File: src/rtl/rect_blitter.sv
module rect_blitter #(
  parameter int ADDR_W = 24
) (
  input  logic              clk,
  input  logic              rst_n,
  input  logic              reg_we,
  input  logic [3:0]        reg_addr,
  input  logic [31:0]       reg_wdata,
  output logic [31:0]       reg_rdata,
  output logic              mem_req,
  output logic              mem_we,
  output logic [ADDR_W-1:0] mem_addr,
  output logic [1:0]        mem_size,
  output logic [31:0]       mem_wdata,
  input  logic              mem_ready,
  input  logic [31:0]       mem_rdata
);
  localparam logic [3:0] IX_COLOR = 4'd0, IX_ROP = 4'd1, IX_CMD = 4'd2, IX_SURF = 4'd3,
                         IX_SRC_A = 4'd4, IX_SRC_B = 4'd5, IX_DST_A = 4'd6, IX_DST_B = 4'd7,
                         IX_STAT = 4'd8;
  localparam logic [7:0] ROP_XOR = 8'h66;
  localparam logic [1:0] OP_COPY = 2'd1, OP_FILL = 2'd2;

  typedef enum logic [2:0] {S_IDLE, S_RSRC, S_WSRC, S_RDST, S_WDST, S_WR} st_t;
  st_t state, first_st;

  logic [31:0] color_q, surf_q, src_a, src_b, dst_a, dst_b;
  logic [7:0]  rop_q;
  logic [1:0]  op_q;
  logic        asc_q;
  logic [15:0] cx, cy, sx, sy;
  logic [31:0] src_q, dst_q;

  logic busy, is_copy, is_xor, start, row_end, last;
  assign busy    = (state != S_IDLE);
  assign is_copy = (op_q == OP_COPY);
  assign is_xor  = (rop_q == ROP_XOR);
  assign start   = reg_we && !busy && (reg_addr == IX_DST_B) &&
                   ((op_q == OP_COPY) || (op_q == OP_FILL));
  assign first_st = is_copy ? S_RSRC : (is_xor ? S_RDST : S_WR);

  always_ff @(posedge clk) begin
    if (!rst_n) begin
      color_q <= '0; surf_q <= '0; rop_q <= '0; op_q <= '0; asc_q <= 1'b0;
      src_a <= '0; src_b <= '0; dst_a <= '0; dst_b <= '0;
    end else if (reg_we && !busy) begin
      case (reg_addr)
        IX_COLOR: color_q <= reg_wdata;
        IX_ROP:   rop_q   <= reg_wdata[7:0];
        IX_CMD:   begin op_q <= reg_wdata[3:2]; asc_q <= reg_wdata[0]; end
        IX_SURF:  surf_q  <= reg_wdata;
        IX_SRC_A: src_a   <= reg_wdata;
        IX_SRC_B: src_b   <= reg_wdata;
        IX_DST_A: dst_a   <= reg_wdata;
        IX_DST_B: dst_b   <= reg_wdata;
        default: ;
      endcase
    end
  end

  always_comb begin
    case (reg_addr)
      IX_COLOR: reg_rdata = color_q;
      IX_ROP:   reg_rdata = {24'd0, rop_q};
      IX_CMD:   reg_rdata = {28'd0, op_q, 1'b0, asc_q};
      IX_SURF:  reg_rdata = surf_q;
      IX_SRC_A: reg_rdata = src_a;
      IX_SRC_B: reg_rdata = src_b;
      IX_DST_A: reg_rdata = dst_a;
      IX_DST_B: reg_rdata = dst_b;
      IX_STAT:  reg_rdata = {busy, 31'd0};
      default:  reg_rdata = 32'd0;
    endcase
  end

  logic [1:0]  shift;
  logic [31:0] pitch_px, pmask, lin, pix;
  logic [15:0] ax, ay, nx, ny, nsx, nsy;
  assign shift    = (surf_q[31:29] >= 3'd2) ? 2'd2 : {1'b0, surf_q[29]};
  assign pitch_px = {20'd0, surf_q[28:20], 3'd0};
  assign pmask    = (shift == 2'd0) ? 32'h0000_00FF : (shift == 2'd1) ? 32'h0000_FFFF : 32'hFFFF_FFFF;
  assign ax       = (state == S_RSRC) ? sx : cx;
  assign ay       = (state == S_RSRC) ? sy : cy;
  assign lin      = 32'(ay) * pitch_px + 32'(ax);
  assign mem_addr = ADDR_W'({12'd0, surf_q[19:0]} + (lin << shift));
  assign mem_size = shift;
  assign mem_req  = (state == S_RSRC) || (state == S_RDST) || (state == S_WR);
  assign mem_we   = (state == S_WR);
  assign pix      = is_copy ? src_q : color_q;
  assign mem_wdata = (is_xor ? (pix ^ dst_q) : pix) & pmask;

  assign row_end = (cx == dst_a[15:0]);
  assign last    = row_end && (cy == dst_a[31:16]);
  assign nx  = asc_q ? cx + 16'd1 : cx - 16'd1;
  assign ny  = asc_q ? cy + 16'd1 : cy - 16'd1;
  assign nsx = asc_q ? sx + 16'd1 : sx - 16'd1;
  assign nsy = asc_q ? sy + 16'd1 : sy - 16'd1;

  always_ff @(posedge clk) begin
    if (!rst_n) begin
      state <= S_IDLE;
      cx <= '0; cy <= '0; sx <= '0; sy <= '0;
      src_q <= '0; dst_q <= '0;
    end else begin
      case (state)
        S_IDLE: if (start) begin
          cx <= reg_wdata[15:0]; cy <= reg_wdata[31:16];
          sx <= src_b[15:0];     sy <= src_b[31:16];
          state <= first_st;
        end
        S_RSRC: if (mem_ready) state <= S_WSRC;
        S_WSRC: begin
          src_q <= mem_rdata;
          state <= is_xor ? S_RDST : S_WR;
        end
        S_RDST: if (mem_ready) state <= S_WDST;
        S_WDST: begin
          dst_q <= mem_rdata;
          state <= S_WR;
        end
        S_WR: if (mem_ready) begin
          if (last) state <= S_IDLE;
          else begin
            state <= first_st;
            if (row_end) begin
              cx <= dst_b[15:0]; sx <= src_b[15:0];
              cy <= ny;          sy <= nsy;
            end else begin
              cx <= nx; sx <= nsx;
            end
          end
        end
        default: state <= S_IDLE;
      endcase
    end
  end


  req_only_busy_chk: assert property (@(posedge clk) disable iff (!rst_n)
    mem_req |-> busy);

  req_hold_chk: assert property (@(posedge clk) disable iff (!rst_n)
    (mem_req && !mem_ready) |=> (mem_req && $stable(mem_addr) && $stable(mem_we) && $stable(mem_size)));

  busy_end_chk: assert property (@(posedge clk) disable iff (!rst_n)
    $fell(busy) |-> $past(mem_req && mem_we && mem_ready));

  start_chk: assert property (@(posedge clk) disable iff (!rst_n)
    (reg_we && !busy && reg_addr == IX_DST_B && (op_q == OP_COPY || op_q == OP_FILL)) |=> busy);

  no_start_chk: assert property (@(posedge clk) disable iff (!rst_n)
    (reg_we && !busy && reg_addr == IX_DST_B && op_q != OP_COPY && op_q != OP_FILL) |=> !busy);

  regs_frozen_chk: assert property (@(posedge clk) disable iff (!rst_n)
    (busy && $past(busy)) |-> ($stable(color_q) && $stable(rop_q) && $stable(surf_q) && $stable(dst_a)));
endmodule

File: config.mk
export PLATFORM = sky130hd
export DESIGN_NAME = rect_blitter
export DESIGN_NICKNAME = d
export VERILOG_FILES = /design/src/rtl/rect_blitter.sv
export SDC_FILE = /design/constraint.sdc
export NUM_CORES = 1
export LEC_CHECK = 0
export CAP_MARGIN = 20
export CORE_UTILIZATION = 35
export DETAILED_ROUTE_END_ITERATION = 7
export GPL_ROUTABILITY_DRIVEN = 0
export PLACE_DENSITY = 0.55
export SYNTH_ARGS = -nofsm -noshare
export SYNTH_HDL_FRONTEND = slang
export SYNTH_SLANG_ARGS = --single-unit
export TNS_END_PERCENT = 1
File: constraint.sdc
create_clock -name clk -period 22 [get_ports clk]
set_clock_uncertainty 0.2 [all_clocks]
set_input_delay 4.4 -clock clk [delete_from_list [all_inputs] [get_ports clk]]
set_output_delay 4.4 -clock clk [all_outputs]
set_load 0.02 [all_outputs]
==> out/qor.txt <==
worst hold path depth: 2
slowest CP cell: mux2i_1
Tmin final: 14.04 ns
CTS Buf Count: 40
FF-to-FF End: cy[15]
r2r setup slk: 17.45 ns
CTS tree: yes
GR Layer Usage met2: 36.2%
WL/cell: 20.9 um
Starting DRT DRC Count: 1904
die height: 262 um
Num Clock Sinks: 334
CTS max path bufs: 3
Vias/cell: 5.37
Worst-path clk slew: 0.06 ns
Max-slew headroom: 26.0%
CTS resizes: 0
crit path DAT: 9.44 ns
# setup viols final: 0
GRT Resource Usage Total: 24.1%
count of final max-slew check failures: 0
initial antenna violation count: 6
Hold Crit Class: reg2reg
post-synthesis sequential area ratio: 28.2%
Worst Path Max Fanout: 34
largest area contributor in the netlist: dfxtp_1
Detailed Route WL: 84900 um
library cells used by synthesis: 75
row count: 95
Remaining DRCs: 0
worst reg2reg path startpoint: asc_q
P_leak: 10.6 nW
Yosys warning count: 0
Die ar.: 0.0688 sq mm
CTS Root Cell: clkbuf_16
placed cells: 3990
vias in the first global route: 20692
CP peak stage delay: 0.67 ns
GRT overflow: 0
top-count cell post-synth: nand2_1
slew of the pin with the lowest slew margin: 1.10 ns
CP Class: reg2out
most used routing layer: met2
Req. time, crit path: 17.40 ns
final period utilization: 63.8%
Max IR drop VDD: 0.0000462 V
Syn Nets: 3411
core box area: 0.0672 sq mm
Top delay family on crit path: adder cells
RSZ-0062 raised after global routing: false
register area: 0.00669 sq mm
Layout Cells excl Fill: 4061
highest clock rate: 0.0712 GHz
H-tree depth: 2
cells on worst reg2reg path: 14
Post-CTS Setup Bufs: 0
Vias: 21812
CP bufs+invs: 4
startpoint types: register
Mapped Cells: 3115
Die Width: 262 um
antenna-violating nets left: 0
Final Hold Fails: 0
Post-synth top cells: nand2_1 (738), a21oi_1 (379), dfxtp_1 (334)
Buffers on Ports: 163
Area Growth Syn to Fin: 15.4%
GRT met3 Usage: 5.12%
Hold Path Sink: src_q[28]
largest net degree at the start of global routing: 203
share of layout cells above drive strength 1: 5.37%
CP endpoint kind: output pin
synthesized flop and latch total: 334
DP Wirelength: 59500 um
Power per Cell Area: 58.7 mW/mm^2
Global Route met1 Usage: 35.0%
global-route wire length before repair: 128000 um
Starting Density: 35.3%
FILL cells: 6841
syn avg cell area: 7.62 sq um
Post-synth top flop: dfxtp_1
ys async rst share: 0%
Hold Path Origin: src_q[28]
top cell type's share of synthesized area: 28.2%
synthesized cell area: 0.0237 sq mm
area of the multi-input gates: 0.0157 sq mm
clk_lat worst skew: 0.59 ns
I/O Pins: 164
Sum Neg Setup Slack: 0 ns
Pre-antenna DRT Iters: 6
CTS Hold Bufs: 0
Post-layout nets: 3455
Post-synth EDFFs: 0
Synth area leaders: dfxtp_1 (28%), nand2_1 (12%), fa_1 (8.4%)
status: completed
most used cell, CP: fa_1
max-capacitance violation count: 0
==> tightest hold or removal path, delay by kind of cell, from the launching register on <==
| family | cells | cell delay (ns) |
|---|---|---|
| DFF | 1 | 0.30 |
| and+or+nand+nor | 1 | 0.05 |
| AOI/OAI and AO/OA | 1 | 0.05 |
==> power breakdown <==
group | internal [mW] | leakage, nW | total (mW) | switching (mW)
clock | 0.398 | 0.661 | 0.679 | 0.281
sequential | 0.631 | 2.69 | 0.655 | 0.0247
combinational | 0.0976 | 7.20 | 0.273 | 0.175
total | 1.13 | 10.6 | 1.61 | 0.481
==> state kept, by name, summed over array words and instances, names as in the netlist, 32 cells and up <==
signal,cells
color_q,32
dst_a,32
dst_b,32
dst_q,32
src_a,32
src_b,32
src_q,32
surf_q,32
==> cells by family after synthesis <==
logic type | share of synthesized area (%)
AND/OR/NAND/NOR | 21.6
AO/OA/AOI/OAI | 19.1
buffers and inverters | 5.78
flip-flops | 28.2
adder cells (fa/ha/maj) | 15.0
XOR/XNOR | 6.23
multiplexers | 4.07
==> routing by layer <==
| layer | share of wire (%) | vias to the layer above |
|---|---|---|
| li1 | - | 10632 |
| met1 | 47 | 10409 |
| met2 | 43 | 678 |
| met3 | 7.8 | 91 |
| met4 | 2.2 | 2 |
| met5 | 0.012 | - |
==> cells in the final DEF (no fill, tap or decap), types with 7 or more instances in the layout <==
cell               n
a211oi_1          26
a21o_1            28
a21oi_1          378
a222oi_1           7
a22oi_1           90
a311oi_1          12
a31oi_1           15
and2_1            70
and3_1             7
buf_4             30
clkbuf_1           7
clkbuf_16         41
clkbuf_8          13
clkdlybuf4s50_1  163
dfxtp_1          334
fa_1             100
ha_1             123
inv_1            165
mux2_2            27
mux2i_1           66
nand2_1          733
nand2b_1          17
nand3_1           67
nor2_1           147
nor2b_1           27
nor3_1            47
nor4_1            15
o211ai_1          19
o21a_1            16
o21ai_0           79
o21bai_1          18
xnor2_1          105
xor2_1            62
==> final cells by class <==
type	count	share of cell area [%]
Antenna cell	1	0.00914
Clock buffer	61	4.50
Clock inverter	9	0.361
Inverter	171	2.37
Multi-Input combinational cell	2418	57.5
Sequential cell	334	24.4
Tap cell	873	3.99
Timing Repair Buffer	194	6.86
==> metrics by stage <==
stage | power [mW] | utilization [%] | hold WS (ns) | setup slack (ns) | cell area (sq um)
after floorplan | 0.836 | - | 0.236 | 9.94 | 23700
after global placement | 0.938 | 38.8 | 0.243 | 8.74 | 26000
after detailed placement | 0.938 | 38.8 | 0.246 | 8.59 | 26000
after CTS | 1.61 | 40.8 | 0.254 | 7.96 | 27400
after global routing | 1.67 | 40.8 | 0.269 | 7.21 | 27400
final | 1.61 | 40.8 | 0.251 | 7.96 | 27400
==> worst max path at each step <==
stage | end | cells after the start | startpoint | slack (ns)
after floorplan | mem_addr[22] | 33 | state[1] | 9.94
after global placement | mem_addr[21] | 31 | state[0] | 8.74
after detailed placement | mem_addr[21] | 31 | state[0] | 8.59
after CTS | mem_addr[21] | 31 | state[0] | 7.96
after global routing | mem_addr[21] | 31 | state[0] | 7.21
final | mem_addr[21] | 31 | state[0] | 7.96
No activity file was read; power rests on OpenSTA's default activity.
